$ cat src/rtl/stats_snap_pkg.sv
package stats_snap_pkg;
    localparam int FIELD_W   = 5;
    localparam int OPC_W     = 3;
    localparam int HOST_DW   = 16;
    localparam int VALUE_W   = 32;

    localparam logic [OPC_W-1:0] OPC_CAPTURE = 3'b101;
    localparam logic [OPC_W-1:0] OPC_READ    = 3'b100;

    localparam logic [1:0] ADDR_OP = 2'd0;
    localparam logic [1:0] ADDR_HI = 2'd1;
    localparam logic [1:0] ADDR_LO = 2'd2;

    typedef enum logic [1:0] {
        ST_IDLE    = 2'd0,
        ST_CAPTURE = 2'd1,
        ST_FETCH   = 2'd2,
        ST_REJECT  = 2'd3
    } snap_state_e;
endpackage

$ cat src/rtl/stats_live_bank.sv
module stats_live_bank
    import stats_snap_pkg::*;
#(
    parameter int NUM_PORTS = 4,
    parameter int NUM_CNTRS = 8,
    parameter int CNT_W     = 32,
    parameter bit SATURATE  = 1'b1
) (
    input  logic                           clk,
    input  logic                           rst_n,
    input  logic [NUM_PORTS*NUM_CNTRS-1:0] evt_inc,
    input  logic [FIELD_W-1:0]             rd_port,
    input  logic [FIELD_W-1:0]             rd_idx,
    output logic [CNT_W-1:0]               rd_value
);
    localparam int TOTAL = NUM_PORTS * NUM_CNTRS;

    logic [CNT_W-1:0] cnt_q [TOTAL];

    // The SATURATE parameter picks how a counter behaves at its top value.
    generate
        if (SATURATE) begin : g_sat
            always_ff @(posedge clk) begin
                for (int i = 0; i < TOTAL; i++) begin
                    if (!rst_n) begin
                        cnt_q[i] <= '0;
                    end else if (evt_inc[i] && (cnt_q[i] != {CNT_W{1'b1}})) begin
                        cnt_q[i] <= cnt_q[i] + 1'b1;
                    end
                end
            end
        end else begin : g_wrap
            always_ff @(posedge clk) begin
                for (int i = 0; i < TOTAL; i++) begin
                    if (!rst_n) begin
                        cnt_q[i] <= '0;
                    end else if (evt_inc[i]) begin
                        cnt_q[i] <= cnt_q[i] + 1'b1;
                    end
                end
            end
        end
    endgenerate

    always_comb begin
        int flat;
        flat = int'(rd_port) * NUM_CNTRS + int'(rd_idx);
        rd_value = '0;
        for (int i = 0; i < TOTAL; i++) begin
            if (i == flat) rd_value = cnt_q[i];
        end
    end
endmodule

$ cat src/rtl/stats_snap_buf.sv
module stats_snap_buf
    import stats_snap_pkg::*;
#(
    parameter int NUM_CNTRS = 8,
    parameter int CNT_W     = 32
) (
    input  logic               clk,
    input  logic               rst_n,
    input  logic               wr_en,
    input  logic [FIELD_W-1:0] idx,
    input  logic [CNT_W-1:0]   wr_data,
    output logic [CNT_W-1:0]   rd_data
);
    logic [CNT_W-1:0] snap_q [NUM_CNTRS];

    always_ff @(posedge clk) begin
        for (int i = 0; i < NUM_CNTRS; i++) begin
            if (!rst_n) begin
                snap_q[i] <= '0;
            end else if (wr_en && (int'(idx) == i)) begin
                snap_q[i] <= wr_data;
            end
        end
    end

    always_comb begin
        rd_data = '0;
        for (int i = 0; i < NUM_CNTRS; i++) begin
            if (int'(idx) == i) rd_data = snap_q[i];
        end
    end
endmodule

$ cat src/rtl/stats_cmd_fsm.sv
module stats_cmd_fsm
    import stats_snap_pkg::*;
#(
    parameter int NUM_PORTS = 4,
    parameter int NUM_CNTRS = 8
) (
    input  logic               clk,
    input  logic               rst_n,
    input  logic               cmd_accept,
    input  logic [OPC_W-1:0]   cmd_opc,
    input  logic [FIELD_W-1:0] cmd_field,
    output snap_state_e        state_o,
    output logic               busy,
    output logic [FIELD_W-1:0] port_sel,
    output logic [FIELD_W-1:0] idx_sel,
    output logic               snap_wr,
    output logic               fetch_load,
    output logic               zero_load
);
    localparam logic [FIELD_W-1:0] LAST_IDX = FIELD_W'(NUM_CNTRS - 1);

    snap_state_e        state_q, state_d;
    logic [FIELD_W-1:0] port_q, port_d;
    logic [FIELD_W-1:0] idx_q, idx_d;

    // State register process
    always_ff @(posedge clk) begin
        if (!rst_n) begin
            state_q <= ST_IDLE;
            port_q  <= '0;
            idx_q   <= '0;
        end else begin
            state_q <= state_d;
            port_q  <= port_d;
            idx_q   <= idx_d;
        end
    end

    // Transition process
    always_comb begin
        state_d = state_q;
        port_d  = port_q;
        idx_d   = idx_q;
        unique case (state_q)
            ST_IDLE: begin
                if (cmd_accept) begin
                    if (cmd_opc == OPC_CAPTURE) begin
                        if (int'(cmd_field) < NUM_PORTS) begin
                            state_d = ST_CAPTURE;
                            port_d  = cmd_field;
                            idx_d   = '0;
                        end else begin
                            state_d = ST_REJECT;
                        end
                    end else begin
                        if (int'(cmd_field) < NUM_CNTRS) begin
                            state_d = ST_FETCH;
                            idx_d   = cmd_field;
                        end else begin
                            state_d = ST_REJECT;
                        end
                    end
                end
            end
            ST_CAPTURE: begin
                if (idx_q == LAST_IDX) begin
                    state_d = ST_IDLE;
                    idx_d   = '0;
                end else begin
                    idx_d = idx_q + 1'b1;
                end
            end
            ST_FETCH:  state_d = ST_IDLE;
            ST_REJECT: state_d = ST_IDLE;
            default:   state_d = ST_IDLE;
        endcase
    end

    // Output process
    always_comb begin
        busy       = 1'b1;
        snap_wr    = 1'b0;
        fetch_load = 1'b0;
        zero_load  = 1'b0;
        unique case (state_q)
            ST_IDLE:    busy       = 1'b0;
            ST_CAPTURE: snap_wr    = 1'b1;
            ST_FETCH:   fetch_load = 1'b1;
            ST_REJECT:  zero_load  = 1'b1;
            default:    busy       = 1'b0;
        endcase
    end

    assign state_o  = state_q;
    assign port_sel = port_q;
    assign idx_sel  = idx_q;
endmodule

$ cat src/rtl/stats_snapshot_unit.sv
module stats_snapshot_unit
    import stats_snap_pkg::*;
#(
    parameter int NUM_PORTS = 4,
    parameter int NUM_CNTRS = 8,
    parameter int CNT_W     = 32,
    parameter bit SATURATE  = 1'b1
) (
    input  logic                           clk,
    input  logic                           rst_n,
    input  logic [NUM_PORTS*NUM_CNTRS-1:0] evt_inc,
    input  logic                           host_wr,
    input  logic [1:0]                     host_addr,
    input  logic [HOST_DW-1:0]             host_wdata,
    output logic [HOST_DW-1:0]             host_rdata
);
    logic [OPC_W-1:0]   wr_opc;
    logic               cmd_accept;
    snap_state_e        fsm_state;
    logic               busy;
    logic [FIELD_W-1:0] port_sel, idx_sel;
    logic               snap_wr, fetch_load, zero_load;
    logic [CNT_W-1:0]   live_val, snap_val;
    logic [VALUE_W-1:0] snap_ext;
    logic [VALUE_W-1:0] data_q;
    logic [14:0]        cmd_q;

    assign wr_opc     = host_wdata[14:12];
    assign cmd_accept = host_wr && (host_addr == ADDR_OP) && !busy && host_wdata[15]
                        && ((wr_opc == OPC_CAPTURE) || (wr_opc == OPC_READ));

    stats_cmd_fsm #(.NUM_PORTS(NUM_PORTS), .NUM_CNTRS(NUM_CNTRS)) fsm_i (
        .clk        (clk),
        .rst_n      (rst_n),
        .cmd_accept (cmd_accept),
        .cmd_opc    (wr_opc),
        .cmd_field  (host_wdata[FIELD_W-1:0]),
        .state_o    (fsm_state),
        .busy       (busy),
        .port_sel   (port_sel),
        .idx_sel    (idx_sel),
        .snap_wr    (snap_wr),
        .fetch_load (fetch_load),
        .zero_load  (zero_load)
    );

    stats_live_bank #(.NUM_PORTS(NUM_PORTS), .NUM_CNTRS(NUM_CNTRS),
                      .CNT_W(CNT_W), .SATURATE(SATURATE)) live_i (
        .clk      (clk),
        .rst_n    (rst_n),
        .evt_inc  (evt_inc),
        .rd_port  (port_sel),
        .rd_idx   (idx_sel),
        .rd_value (live_val)
    );

    stats_snap_buf #(.NUM_CNTRS(NUM_CNTRS), .CNT_W(CNT_W)) snap_i (
        .clk     (clk),
        .rst_n   (rst_n),
        .wr_en   (snap_wr),
        .idx     (idx_sel),
        .wr_data (live_val),
        .rd_data (snap_val)
    );

    always_comb begin
        snap_ext = '0;
        snap_ext[CNT_W-1:0] = snap_val;
    end

    always_ff @(posedge clk) begin
        if (!rst_n) begin
            data_q <= '0;
            cmd_q  <= '0;
        end else begin
            if (fetch_load)     data_q <= snap_ext;
            else if (zero_load) data_q <= '0;
            if (cmd_accept)     cmd_q  <= host_wdata[14:0];
        end
    end

    always_comb begin
        unique case (host_addr)
            ADDR_OP: host_rdata = {busy, cmd_q};
            ADDR_HI: host_rdata = data_q[31:16];
            ADDR_LO: host_rdata = data_q[15:0];
            default: host_rdata = '0;
        endcase
    end
endmodule

$ cat config.mk
export PLATFORM = sky130hd
export DESIGN_NAME = stats_snapshot_unit
export DESIGN_NICKNAME = d
export VERILOG_FILES = /design/src/rtl/stats_snap_pkg.sv /design/src/rtl/stats_live_bank.sv /design/src/rtl/stats_snap_buf.sv /design/src/rtl/stats_cmd_fsm.sv /design/src/rtl/stats_snapshot_unit.sv
export SDC_FILE = /design/constraint.sdc
export NUM_CORES = 2
export LEC_CHECK = 0
export ABC_CLOCK_PERIOD_IN_PS = 10200
export BUFFER_PORTS_ARGS = -buffer_cell sky130_fd_sc_hd__buf_2
export CAP_MARGIN = 10
export CORE_AREA = 2 2 394 396
export CTS_BUF_LIST = sky130_fd_sc_hd__clkbuf_8
export DETAILED_ROUTE_END_ITERATION = 10
export DIE_AREA = 0 0 396 398
export PLACE_DENSITY = 0.71
export SYNTH_ARGS = -nofsm -noshare
export SYNTH_HDL_FRONTEND = slang
export SYNTH_SLANG_ARGS = --single-unit
$ cat constraint.sdc
create_clock -name clk -period 10.2 [get_ports clk]
set_input_delay 2.04 -clock clk [delete_from_list [all_inputs] [get_ports clk]]
set_output_delay 2.04 -clock clk [all_outputs]
set_load 0.05 [all_outputs]
After elaboration in Yosys (flattened, before gate mapping):

Memory sizes are Yosys's and may differ from the RTL's.
Index checks and enable logic that the tools add are counted.

* add/sub/neg operators: 34
* $lt $le $gt $ge: 2
* equality and inequality tests: 82
* multiplexer cells: 220
* bitwise operators: 40
* reductions and logical operators: 55

Operators by type and width (number)
* $mux W32: 82
* $add A32 B1 Y32 const B: 32
* $ne A32 B32 Y1 const B: 32
* $eq A6 B32 Y1 const A: 16
* $eq A5 B32 Y1 const A: 8
* $eq A4 B32 Y1 const A: 4
* $mux W1: 126
* $eq A3 B32 Y1 const A: 2
* $pmux W16 S3: 1
* $logic_and A1 B1 Y1: 44
* $or A1 B1 Y1: 40
* $eq A2 B32 Y1 const A: 1
* $logic_not A32 Y1: 1
* $mux W5: 5
* $eq A5 B4 Y1 const B: 4
* $eq A5 B3 Y1 const B: 3
* $pmux W5 S2: 1
* $add A8 B5 Y9: 1
* $mux W2: 4
* $reduce_and A4 Y1: 2
* $eq A2 B2 Y1 const B: 3
* $eq A3 B3 Y1 const B: 2
* $pmux W2 S3: 1
* $add A5 B1 Y5 const B: 1
* 14 further kinds: 17

* flip-flop bits (word level): 59
* memory bits (writable): 1280
* input port bits: 53
* output and inout bits: 16
* word-level logic and storage cells: 440
* memories kept: 2

Memories
* live_i.cnt_q: words 32, bits a word 32, rd ports 32, clocked after Yosys merged registers in 0, wr ports 32, RTL line stats_live_bank.sv:18 `logic [CNT_W-1:0] cnt_q [TOTAL];`
* snap_i.snap_q: words 8, bits a word 32, rd ports 8, clocked after Yosys merged registers in 0, wr ports 8, RTL line stats_snap_buf.sv:14 `logic [CNT_W-1:0] snap_q [NUM_CNTRS];`

Logic depth before layout (Yosys ltp):

* depth in word-level cells: 35
* gate-level depth with buffers: 16
* mapped depth without buffers: 12

Hierarchy:

Synthesis repeated with hierarchy kept, for this count alone.

* cell total of the unflattened synthesis: 7582
* area total of the unflattened synthesis: 76619.7 um^2

By module, submodules not included
* stats_live_bank: times used 1, cells each 6333, area an instance 61625.4 um^2, seq. area each 30749.5 um^2
* stats_snap_buf: times used 1, cells each 919, area an instance 12131.6 um^2, seq. area each 7687.4 um^2
* stats_snapshot_unit: times used 1, cells each 260, area an instance 2223.4 um^2, seq. area each 940.9 um^2
* stats_cmd_fsm: times used 1, cells each 70, area an instance 639.4 um^2, seq. area each 240.2 um^2

Worst setup path before layout:

Ideal clock, no wire load.

* kind: input port to output port
* start point: input host_addr[1]
* end point: output host_rdata[10]
* arrival time: 4.110 ns
* required time: 8.160 ns
* slack: 4.050 ns
* stages on the path: 4
* path buffers: 2
* cells stage by stage: clkbuf_1 -> clkbuf_1 -> mux2i_1 -> o21ai_0

* word-level cells in the longest chain between the ends: 2
* elaborated cells between the ends (all ways): 4
* classes of those cells: eq/ne: 2; mux: 1; reduce/logical: 1

RTL lines
* start, declared: RTL line stats_snapshot_unit.sv:13 `input logic [1:0] host_addr,`
* $eq A2 B2 Y1 (tied with other cells): RTL line stats_snapshot_unit.sv:83 `unique case (host_addr)`
* $pmux W16 S3 (*): RTL line stats_snapshot_unit.sv:83
* end, declared: RTL line stats_snapshot_unit.sv:15 `output logic [HOST_DW-1:0] host_rdata`

Mark *: on every way between the ends. The rest lies on a longest branch, timed or not.

==> flow_metrics.py <==
metrics = {
    "floorplanning": {
        "row_count": 144,
        "die_h_um": 398,
        "core-area_mm2": 0.153,
        "start_util_pct": 49.8,
        "die-area_mm2": 0.158,
        "die-width_um": 396,
        "ioPinCount": 69,
    },
    "worst_setup_path": {
        "start_kind": "register",
        "critPathArrivalTime_ns": 7.65,
        "cp_cell_sequence": "ha_1 -> inv_1 -> fa_2 -> buf_4 -> nand2b_1 -> or3_1 -> and3_1 -> a211oi_1 -> o211ai_1 -> nor3_1 -> a2bb2oi_2 -> nor2_1",
        "cp_slowest_stage_delay_ns": 1.15,
        "critPathTopFamily": "simple AND/OR/NAND/NOR gates",
        "cp_slowest_cell": "nor3_1",
        "critPathCaptureType": "register",
        "crit_fanout": 28,
        "path_buf_inv": 2,
        "crit_required_ns": 10.94,
        "crit_type": "register to register",
    },
    "hold_path": {
        "min-delay-path-class": "register to register",
    },
    "sta": {
        "final-hold-violation-count": 0,
        "slew_violations": 0,
        "slew_headroom_pct": 7.88,
        "finalSetupViolCount": 0,
        "period_needed_ns": 6.91,
        "fin_tns_setup_ns": 0,
        "fin_skew_ns": 0.0930,
        "fmax_mhz": 145,
        "rsz0062_at_grt": "no",
        "period_share_pct": 67.7,
        "worst_pin_slew_ns": 1.38,
    },
    "drt": {
        "drt-initial-drc-count": 10895,
        "top_layer": "met5",
        "dr_total_vias": 66155,
        "wl_met1_mm": 114,
        "post_drt_wl_per_cell_um": 29.2,
        "ant_nets": 0,
        "via_per_inst": 6.51,
        "drc_errors": 2,
        "met3_wirelength_mm": 38.2,
        "dr.pass1.iters": 11,
        "detail_route.wirelength_mm": 297,
        "route.met2.wl_mm": 126,
    },
    "power_and_ir_drop": {
        "seqPwrFrac_pct": 55.6,
        "p_clk_share_pct": 37.5,
        "switchingPower_mw": 3.44,
        "vdd_drop_max_uv": 127,
        "p_int_mw": 8.87,
        "power_density_mw_per_mm2": 148,
        "swShare_pct": 27.9,
        "p_comb_share_pct": 7.0,
        "total_power_mw": 12.3,
        "power.leakage_nw": 28.8,
    },
    "finish": {
        "drive_above_1_share_pct": 7.67,
        "final_cell_mix": "1682 x nor2_1, 1280 x edfxtp_1, 722 x nand2_1, 580 x xor2_1, 456 x nand3_1",
        "final_common_cell": "nor2_1",
        "area_delta_synth_final_pct": 9.14,
        "fin_nets": 8026,
    },
    "synthesis": {
        "synth.largest_area_cell": "edfxtp_1",
        "synth_edf_count": 1280,
        "synth_top_area_share_pct": 50.3,
        "synth_area_mm2": 0.0764,
        "dominantRegCellSynth": "edfxtp_1",
        "yosysWarningCount": 0,
        "avgSynthCellArea_um2": 9.69,
        "async_flop_share_pct": 0,
        "synth_area_leaders": "edfxtp_1 50%, nor2_1 8.3%, xor2_1 6.6%",
        "ys_ff_latch": 1339,
        "synthCells": 7887,
        "ys_seq_area_share_pct": 51.9,
        "synthDistinctLibCells": 97,
        "syn_nets": 7979,
    },
    "clocking": {
        "clock_latency_ns": 1.08,
        "htree_levels": 4,
        "cts_num_sinks": 1339,
        "cts.hold.buffers_added": 0,
        "path_clk_slew_ns": 0.07,
        "cts_tree": "yes",
        "cts_resized": 0,
        "postCtsSetupBuffers": 0,
        "cts_buffers": 223,
        "cts-root-buf": "clkbuf_8",
        "clk_path_buf_depth": 3,
    },
    "flow_run": {
        "maxCapViolations": 0,
    },
    "global_routing": {
        "antenna_found_initial": 21,
        "grt_max_degree": 71,
        "grt_pass1_wl_mm": 424,
        "track_usage_pct": 36.7,
        "first_global_vias": 60521,
        "grt-ovfl-total": 0,
    },
    "placement": {
        "dp_hpwl_mm": 218,
        "gp_congestion": 1.14,
        "numPortBuffers": 68,
    },
    "run_status": {
        "status": "finished, violations left",
        "failed_checks": "DRC",
    },
}
## area by class of cell
class / instances / area [µm²]
Inverter: 129 / 484
Antenna cell: 8 / 20.0
Clock inverter: 167 / 918
Sequential cell: 1339 / 39600
Timing Repair Buffer: 220 / 1530
Multi-Input combinational cell: 6021 / 35000
Fill cell: 13652 / 69900
Tap cell: 2044 / 2560
Clock buffer: 238 / 3280
## power by group through the flow
stage | sequential [mW] | clock, mW | combinational, mW
6_report | 6.84 | 4.61 | 0.858
5_1_grt | 6.85 | 4.88 | 0.910
4_1_cts | 6.81 | 4.65 | 0.828
3_5_place_dp | 6.92 | 0 | 0.822
3_3_place_gp | 6.91 | 0 | 0.805
2_1_floorplan | 6.70 | 0 | 0.550
## logic make-up (layout without fill, tap and decap cells)
| family | count (synthesis) | count (layout) | share of synthesized area, % |
|---|---|---|---|
| compound gates | 1203 | 1203 | 11.0 |
| xor+xnor | 952 | 952 | 10.9 |
| fa+ha+maj | 39 | 39 | 0.649 |
| buf+inv | 527 | 754 | 2.66 |
| flops | 1339 | 1339 | 51.9 |
| mux | 38 | 38 | 0.501 |
| other cells | 0 | 8 | 0 |
| simple gates | 3789 | 3789 | 22.4 |
## flip-flops by register name, summed over array words and instances, names as in the netlist
| signal | count |
|---|---|
| fsm_i.port_sel | 5 |
| data_q | 32 |
| snap_i.snap_q | 256 |
| fsm_i.state_o | 2 |
| fsm_i.idx_sel | 5 |
| live_i.cnt_q | 1024 |
| cmd_q | 15 |
## routing by layer
metal  vias up  global-route usage, %
met2      4418                   53.7
met3       878                   9.72
met4        22                   19.3
met1     32113                   50.0
li1      28724                      -
met5         -                      0
## synthesized netlist by cell type, types with 38 or more instances
cell type     n
a22o_1       56
nor2_1     1687
dfxtp_1      59
edfxtp_1   1280
or3_1        38
nand3_1     457
xnor2_1     372
nor4_1       42
xor2_1      580
a221oi_1    134
ha_1         38
clkbuf_1    325
a22oi_1      63
o22ai_1     101
o221ai_1     49
a21oi_1     226
inv_1       127
and4_1       60
nand4_1     158
nand2_1     729
and3_1      214
o21ai_0     241
buf_2        38
nor3_1      228
## through the flow
step	util [%]	area [µm²]	hold slack, ns	cells	worst slack [ns]
2_1_floorplan	-	76400	0.425	7887	4.05
3_3_place_gp	51.6	79100	0.432	9749	3.98
3_5_place_dp	51.6	79100	0.441	9749	3.91
4_1_cts	54.3	83300	0.452	10154	3.88
5_1_grt	54.4	83400	0.468	10159	3.62
6_report	54.4	83400	0.448	10166	3.29
## worst reg2reg max path: cells and delay by family, from the launching register on
kind / cells / cell delay [ns]
AOI/OAI and AO/OA: 3 / 2.14
and+or+nand+nor: 5 / 2.78
DFF: 1 / 0.41
buffers and inverters: 2 / 0.42
adders and majority gates: 2 / 0.92
## worst paths after layout
check | from | end | slack, ns | depth (start not counted)
worst max-delay path | fsm_i.idx_sel[3] | snap_i.snap_q[0][82] | 3.29 | 12
worst max register to register | fsm_i.idx_sel[3] | snap_i.snap_q[0][82] | 3.29 | 12
worst min register to register | cmd_q[14] | cmd_q[14] | 0.45 | 2
worst min-delay path | cmd_q[14] | cmd_q[14] | 0.45 | 2
No activity file was read; power rests on OpenSTA's default activity.
